==> src/rtl/tap_pkg.sv <==
package tap_pkg;
    parameter int IR_W = 6;
    parameter int NCMD = 10;
    parameter logic [IR_W-1:0] OP_EXTEST = 6'b000000;
    parameter logic [IR_W-1:0] OP_CFG    = 6'b000001;
    parameter logic [IR_W-1:0] OP_QCK    = 6'b000010;
    parameter logic [IR_W-1:0] OP_SIG    = 6'b000011;
    parameter logic [IR_W-1:0] OP_SAMPLE = 6'b000100;
    parameter logic [IR_W-1:0] OP_IDCODE = 6'b000101;
    parameter logic [IR_W-1:0] CMD_BASE  = 6'b001000;

    typedef enum logic [3:0] {
        ST_TLR, ST_RTI, ST_SEL_DR, ST_CAP_DR, ST_SHF_DR, ST_EX1_DR, ST_PAU_DR,
        ST_EX2_DR, ST_UPD_DR, ST_SEL_IR, ST_CAP_IR, ST_SHF_IR, ST_EX1_IR,
        ST_PAU_IR, ST_EX2_IR, ST_UPD_IR
    } tap_state_t;

    typedef enum logic [2:0] {
        SEL_BYP, SEL_ID, SEL_CFG, SEL_QCK, SEL_SIG
    } dr_sel_t;

    function automatic tap_state_t tap_next(input tap_state_t s, input logic m);
        case (s)
            ST_TLR:    return m ? ST_TLR    : ST_RTI;
            ST_RTI:    return m ? ST_SEL_DR : ST_RTI;
            ST_SEL_DR: return m ? ST_SEL_IR : ST_CAP_DR;
            ST_CAP_DR: return m ? ST_EX1_DR : ST_SHF_DR;
            ST_SHF_DR: return m ? ST_EX1_DR : ST_SHF_DR;
            ST_EX1_DR: return m ? ST_UPD_DR : ST_PAU_DR;
            ST_PAU_DR: return m ? ST_EX2_DR : ST_PAU_DR;
            ST_EX2_DR: return m ? ST_UPD_DR : ST_SHF_DR;
            ST_UPD_DR: return m ? ST_SEL_DR : ST_RTI;
            ST_SEL_IR: return m ? ST_TLR    : ST_CAP_IR;
            ST_CAP_IR: return m ? ST_EX1_IR : ST_SHF_IR;
            ST_SHF_IR: return m ? ST_EX1_IR : ST_SHF_IR;
            ST_EX1_IR: return m ? ST_UPD_IR : ST_PAU_IR;
            ST_PAU_IR: return m ? ST_EX2_IR : ST_PAU_IR;
            ST_EX2_IR: return m ? ST_UPD_IR : ST_SHF_IR;
            default:   return m ? ST_SEL_DR : ST_RTI;
        endcase
    endfunction
endpackage

==> src/rtl/tap_fsm.sv <==
module tap_fsm
    import tap_pkg::*;
(
    input  logic       tck,
    input  logic       trst_n,
    input  logic       tms,
    output tap_state_t state_q
);
    tap_state_t state_d;

    always_comb begin
        state_d = tap_next(state_q, tms);
    end

    always_ff @(posedge tck or negedge trst_n) begin
        if (!trst_n) state_q <= ST_TLR;
        else         state_q <= state_d;
    end


    tlr_hold_chk: assert property (@(posedge tck) disable iff (!trst_n)
        (state_q == ST_TLR && tms) |=> (state_q == ST_TLR));
endmodule

==> src/rtl/tap_decode.sv <==
module tap_decode
    import tap_pkg::*;
(
    input  logic [IR_W-1:0] ir,
    output dr_sel_t         sel,
    output logic [NCMD-1:0] cmd_hot
);
    always_comb begin
        if (ir[IR_W-1])            sel = SEL_BYP;
        else if (ir == OP_IDCODE)  sel = SEL_ID;
        else if (ir == OP_CFG)     sel = SEL_CFG;
        else if (ir == OP_QCK)     sel = SEL_QCK;
        else if (ir == OP_SIG)     sel = SEL_SIG;
        else                       sel = SEL_BYP;
    end

    for (genvar k = 0; k < NCMD; k++) begin : g_cmd
        assign cmd_hot[k] = (ir == CMD_BASE + IR_W'(k));
    end

    always_comb begin

        lead_one_bypass_chk: assert (!ir[IR_W-1] || sel == SEL_BYP);
    end
endmodule

==> src/rtl/tap_bypass_port.sv <==
module tap_bypass_port
    import tap_pkg::*;
#(
    parameter logic [31:0] ID_VALUE = 32'h0A5C_3043,
    parameter int          CFG_W    = 112,
    parameter int          QCK_W    = 40,
    parameter int          SIG_W    = 16
) (
    input  logic            tck,
    input  logic            trst_n,
    input  logic            tms,
    input  logic            tdi,
    output logic            tdo,
    output logic            tdo_en,
    output logic [NCMD-1:0] cmd_pulse
);
    localparam int ID_W = 32;

    typedef struct packed {
        logic [IR_W-1:0]  ir_sr;
        logic [IR_W-1:0]  ir;
        logic             byp;
        logic [ID_W-1:0]  id;
        logic [CFG_W-1:0] cfg;
        logic [QCK_W-1:0] qck;
        logic [SIG_W-1:0] sig;
        logic             arm;
    } regs_t;

    regs_t           d, q;
    tap_state_t      state_q;
    dr_sel_t         sel;
    logic [NCMD-1:0] cmd_hot;
    logic            dr_bit;
    logic            tdo_q, tdo_en_q;

    tap_fsm u_fsm (.tck(tck), .trst_n(trst_n), .tms(tms), .state_q(state_q));
    tap_decode u_dec (.ir(q.ir), .sel(sel), .cmd_hot(cmd_hot));

    always_comb begin
        d     = q;
        d.arm = (state_q == ST_UPD_IR);
        case (state_q)
            ST_TLR:    d.ir    = OP_IDCODE;
            ST_CAP_IR: d.ir_sr = {{(IR_W-2){1'b0}}, 2'b01};
            ST_SHF_IR: d.ir_sr = {tdi, q.ir_sr[IR_W-1:1]};
            ST_UPD_IR: d.ir    = q.ir_sr;
            ST_CAP_DR: begin
                d.byp = 1'b0;
                if (sel == SEL_ID) d.id = ID_VALUE;
            end
            ST_SHF_DR: begin
                case (sel)
                    SEL_ID:  d.id  = {tdi, q.id[ID_W-1:1]};
                    SEL_CFG: d.cfg = {tdi, q.cfg[CFG_W-1:1]};
                    SEL_QCK: d.qck = {tdi, q.qck[QCK_W-1:1]};
                    SEL_SIG: d.sig = {tdi, q.sig[SIG_W-1:1]};
                    default: d.byp = tdi;
                endcase
            end
            default: ;
        endcase
    end

    always_ff @(posedge tck or negedge trst_n) begin
        if (!trst_n) begin
            q    <= '0;
            q.ir <= OP_IDCODE;
        end else begin
            q <= d;
        end
    end

    always_comb begin
        case (sel)
            SEL_ID:  dr_bit = q.id[0];
            SEL_CFG: dr_bit = q.cfg[0];
            SEL_QCK: dr_bit = q.qck[0];
            SEL_SIG: dr_bit = q.sig[0];
            default: dr_bit = q.byp;
        endcase
    end

    always_ff @(negedge tck or negedge trst_n) begin
        if (!trst_n) begin
            tdo_q    <= 1'b0;
            tdo_en_q <= 1'b0;
        end else begin
            tdo_en_q <= (state_q == ST_SHF_IR) || (state_q == ST_SHF_DR);
            if (state_q == ST_SHF_IR)      tdo_q <= q.ir_sr[0];
            else if (state_q == ST_SHF_DR) tdo_q <= dr_bit;
            else                           tdo_q <= 1'b0;
        end
    end

    assign tdo       = tdo_q;
    assign tdo_en    = tdo_en_q;
    assign cmd_pulse = (state_q == ST_RTI && q.arm) ? cmd_hot : '0;


    capir_pattern_chk: assert property (@(posedge tck) disable iff (!trst_n)
        (state_q == ST_CAP_IR) |=> (q.ir_sr[1:0] == 2'b01));

    cfg_keep_chk: assert property (@(posedge tck) disable iff (!trst_n)
        (state_q == ST_CAP_DR) |=> (q.cfg == $past(q.cfg)));

    pulse_single_chk: assert property (@(posedge tck) disable iff (!trst_n)
        (cmd_pulse != '0) |=> (cmd_pulse == '0));

    tdo_en_state_chk: assert property (@(posedge tck) disable iff (!trst_n)
        tdo_en |-> (state_q == ST_SHF_DR || state_q == ST_SHF_IR));
endmodule

==> config.mk <==
export PLATFORM = sky130hd
export DESIGN_NAME = tap_bypass_port
export DESIGN_NICKNAME = d
export VERILOG_FILES = /design/src/rtl/tap_pkg.sv /design/src/rtl/tap_fsm.sv /design/src/rtl/tap_decode.sv /design/src/rtl/tap_bypass_port.sv
export SDC_FILE = /design/constraint.sdc
export NUM_CORES = 1
export LEC_CHECK = 0
export ABC_AREA = 1
export BUFFER_PORTS_ARGS = -buffer_cell sky130_fd_sc_hd__buf_2
export CORE_ASPECT_RATIO = 1.75
export CORE_MARGIN = 10
export CORE_UTILIZATION = 40
export CTS_CLUSTER_SIZE = 30
export DETAILED_ROUTE_END_ITERATION = 10
export PLACE_DENSITY = 0.53
export SYNTH_ARGS = -nofsm -noshare
export SYNTH_HDL_FRONTEND = slang
export SYNTH_HIERARCHICAL = 1
export SYNTH_SLANG_ARGS = --single-unit
==> constraint.sdc <==
create_clock -name tck -period 2.1 [get_ports tck]
set_input_delay 0.315 -clock tck [delete_from_list [all_inputs] [get_ports tck]]
set_output_delay 0.315 -clock tck [all_outputs]
set_load 0.01 [all_outputs]
### Word level (Yosys, flattened, before mapping)

Index checks and enable logic that the tools add are counted.

* output and inout bits: 12
* input port bits: 4
* word-level logic and storage cells: 88
* flip-flop bits (word level): 220

* eq/ne operators: 35
* reductions and logical operators: 14
* multiplexer cells: 28

Operator list (number)
* 33-bit one-hot mux with 2 select lines: 1
* 32-bit 2-to-1 mux: 2
* 6-bit by 4-bit equality test with 1-bit output (second input constant): 8
* 4-bit one-hot mux with 11 select lines: 1
* 4-bit equality test (second input constant): 7
* 6-bit one-hot mux with 2 select lines: 2
* 3-bit 2-to-1 mux: 7
* 4-bit by 3-bit equality test with 1-bit output (second input constant): 4
* 4-bit 2-to-1 mux: 4
* 6-bit by 2-bit equality test with 1-bit output (second input constant): 2
* 6-bit by 5-bit equality test with 1-bit output (second input constant): 2
* 10-bit 2-to-1 mux: 1
* 4-bit by 2-bit equality test with 1-bit output (second input constant): 2
* 2-bit AND reduction: 4
* 3-bit by 2-bit equality test with 1-bit output (second input constant): 2
* 6-bit by 1-bit equality test with 1-bit output (second input constant): 1
* 6-bit by 3-bit equality test with 1-bit output (second input constant): 1
* 1-bit 2-to-1 mux: 6
* 2-bit 2-to-1 mux: 3
* 2-bit inequality test (second input constant): 3
* 2-bit nonzero test: 3
* 4-bit by 1-bit equality test with 1-bit output (second input constant): 1
* 4-bit logical NOT: 1
* 1-bit one-hot mux with 4 select lines: 1
* other kinds (7): 8

### Logic depth before layout (Yosys ltp)

* word-level depth: 10
* depth in mapped cells: 12
* mapped depth without buffers: 10

### Hierarchy

The synthesis kept the hierarchy.

By module, submodules not included
* tap_bypass_port: times used 1, cells each 938, area each 8802.2 um2, sequential area each 5407.7 um2
* tap_fsm: times used 1, cells each 69, area each 382.9 um2, sequential area each 100.1 um2
* tap_decode: times used 1, cells each 34, area each 157.7 um2, sequential area each 0.0 um2

==> flow_metrics.py <==
metrics = {
    "critical_path": {
        "crit_type": "flop to flop",
        "cp_cell_sequence": "nor2_2, inv_1, nor2_2, inv_2, nand4_1, nand2_1, o21ai_1, nand2_1",
        "startpoint": "q[205]$_DFFE_PN0P_",
        "reg2reg_from": "q[205]$_DFFE_PN0P_",
        "crit_slowest_cell": "dfrtp_1",
        "arrival_ps": 1830,
        "crit_family": "simple AND/OR/NAND/NOR gates",
        "regToRegEndpoint": "tdo$_DFF_NN0_",
        "crit_required_ps": 1410,
        "r2r_cells": 8,
        "start_kind": "flop",
        "r2r_slack_ps": -420,
        "crit_buf_inv": 2,
        "slowest_delay_ps": 410,
        "endpoint_kind": "flop",
        "crit_path_max_fanout": 6,
    },
    "cts": {
        "ctsLongestPathBuffers": 3,
        "htreeDepth": 1,
        "cts_sinks": 220,
        "clkLatencyLatePin_ps": 500,
        "cts-buffers-inserted": 22,
        "path_clk_slew_ps": 70,
        "ctsRootBufferMaster": "clkbuf_16",
        "cts_tree": "done",
    },
    "yosys": {
        "synth-edff-count": 0,
        "yosys.area_share.adder_pct": 0,
        "synth_compound_area_share_pct": 13.1,
        "yosysSeqAreaShare_pct": 59.0,
        "synth_cell_types": 30,
        "synth_most_common_cell": "nand2_1",
        "synth.area.top_cells": "dfrtp_1, nand2_1, inv_1, o21ai_2, o21ai_1",
        "synth_top_area_share_pct": 57.9,
        "synth_common_cells": "nand2_1, dfrtp_1, inv_1",
        "synth-async-reset-ratio_pct": 100,
        "synthMuxAreaShare_pct": 0,
        "synth_cells": 1041,
        "synth_top_family_by_area": "simple AND/OR/NAND/NOR gates",
        "synth_top_cell_by_area": "dfrtp_1",
        "syn_area_mm2": 0.00934,
        "synthSimpleGateAreaFrac_pct": 15.9,
        "ys_warn_count": 6,
        "synthXorXnorAreaFrac_pct": 0,
        "synth_nets": 1045,
        "synth-main-ff-cell": "dfrtp_1",
        "syn_avg_cell_area_um2": 8.97,
        "ys_ff_latch": 220,
    },
    "floorplanning": {
        "initial_core_util_pct": 40.4,
        "die_h_um": 222,
        "pin_count": 16,
        "core_mm2": 0.0231,
        "die_w_um": 136,
        "rows": 74,
        "fp.dieArea_mm2": 0.0301,
    },
    "global_routing": {
        "grt_use_total_pct": 10.9,
        "grt.overflow.total": 0,
        "grt_pass1_vias": 6212,
        "grt_pass1_wl_um": 28500,
        "grt.met3_usage_pct": 1.58,
        "grtUsageMet1_pct": 13.1,
        "antenna_found_initial": 0,
        "top_usage_layer": "met2",
        "met2_usage_pct": 19.2,
        "grt_max_degree": 81,
    },
    "flow_run": {
        "drv_cap": 0,
    },
    "detailed_routing": {
        "dr.first_iter.drc_count": 313,
        "totalWireLength_um": 15800,
        "num_vias": 6244,
        "viasPerCell": 4.43,
        "wl_per_cell_um": 11.2,
        "ant_nets": 0,
        "drtPass1Iterations": 4,
        "drc": 0,
    },
    "layout": {
        "final_cells": 1408,
        "antennaDiodeCount": 0,
        "drive_above_1_share_pct": 17.5,
        "areaGrowthSynthToFinish_pct": 16.3,
        "finalNetCount": 1092,
    },
    "worst_hold_path": {
        "hp-class": "input port to flop",
        "min_to": "u_fsm/state_q[1]$_DFF_PN0_",
        "hp-start": "tms",
        "hold_depth": 3,
    },
    "sta": {
        "worstMarginPinSlew_ps": 783,
        "skew_ps": 21.2,
        "relSlewSlack_pct": 47.8,
        "rsz0062_at_grt": "yes",
        "worst_slack_ps": -421,
        "setup_violations": 6,
        "finalMaxSlewViolations": 0,
        "final_hold_viol_count": 0,
    },
    "place": {
        "portBuffers": 15,
        "gp_congestion": 0.759,
        "dp_slack_ps": -446,
        "dp_hpwl_um": 10200,
        "post-place-cells": 1356,
    },
    "status": {
        "violations": "setup timing",
        "outcome": "complete, but fails checks",
    },
    "power": {
        "power_density_mw_per_mm2": 1050,
        "p_leak_nw": 4.93,
        "vdd_ir_drop_max_uv": 584,
    },
}
-- kinds of logic (layout without fill, tap and decap cells) --
logic type,Yosys count,in the layout
compound gates,203,203
buf+inv,256,319
flops,220,220
simple gates,362,362
-- worst max path at each step --
stage | cells past startpoint | slack (ps) | end
after CTS | 1 | -400 | tdo_en
after detailed placement | 8 | -450 | tdo$_DFF_NN0_
after floorplan | 10 | -390 | tdo$_DFF_NN0_
after global placement | 8 | -450 | tdo$_DFF_NN0_
final | 8 | -420 | tdo$_DFF_NN0_
after global routing | 9 | -530 | tdo$_DFF_NN0_
-- layer usage --
layer | wire, um | part of all wire, %
met1 | 6970 | 44
met2 | 8160 | 52
met3 | 348 | 2.2
met5 | 0 | 0
met4 | 342 | 2.2
-- power by group --
part,leakage (nW),switching (mW),internal [mW]
clock,0.381,1.60,2.55
combinational,1.56,1.43,0.918
sequential,2.99,0.214,4.67
total,4.93,3.24,8.13
-- flip-flops by register name, indices dropped and copies added, names as in the netlist --
register	cells
tdo_en	1
q	214
tdo	1
u_fsm/state_q	4
-- worst min-delay path: stages --
cell	delay [ps]
buf_2	150
nand3_1	90
nand2_1	50
-- placed cells by master, fill, tap and decap left out, types with 4 or more instances in the layout --
cell / synthesis / final
o21ai_0: 47 / 46
buf_4: 1 / 39
clkbuf_8: 0 / 5
nand2_2: 2 / 6
o21ai_2: 50 / 50
buf_12: 0 / 9
dfrtp_1: 216 / 214
clkbuf_1: 13 / 6
nand4_1: 6 / 6
nor2_2: 3 / 10
o21ai_1: 79 / 80
a21oi_1: 15 / 15
clkbuf_16: 0 / 23
inv_1: 205 / 203
buf_6: 19 / 5
a22oi_1: 4 / 4
nand3_2: 0 / 4
nand2_1: 266 / 262
buf_2: 11 / 12
nor2_1: 56 / 47
inv_2: 6 / 8
nor2_4: 5 / 7
o22ai_1: 5 / 5
nand3_1: 20 / 16
-- what timing repair did --
action,CTS,global route
gates cloned,0,1
setup buffers,4,6
gates resized for setup,9,16
hold buffers,1,0
endpoints found under the setup margin,13,13
hold endpoints to repair,38,0
pin swaps,10,5
-- per-stage QoR --
stage	area (um2)	power, mW	utilization, %	TNS, ps	hold WS [ps]
2_1_floorplan	9370	6.43	-	-386	19.4
3_3_place_gp	9910	7.09	42.8	-446	454
3_5_place_dp	9910	7.13	42.8	-446	459
4_1_cts	10800	11.5	46.5	-1300	119
5_1_grt	10900	12.1	46.9	-2320	148
6_report	10900	11.4	46.9	-1220	146
-- layout make-up --
| class | instances | area (um2) |
|---|---|---|
| clock buffers | 34 | 667 |
| clock inverters | 6 | 105 |
| fillers | 2301 | 12300 |
| inverters | 211 | 792 |
| multi-input cells | 565 | 2780 |
| flip-flops and latches | 220 | 5510 |
| well taps | 304 | 380 |
| repair buffers | 68 | 629 |
No activity file was read; power rests on OpenSTA's default activity.
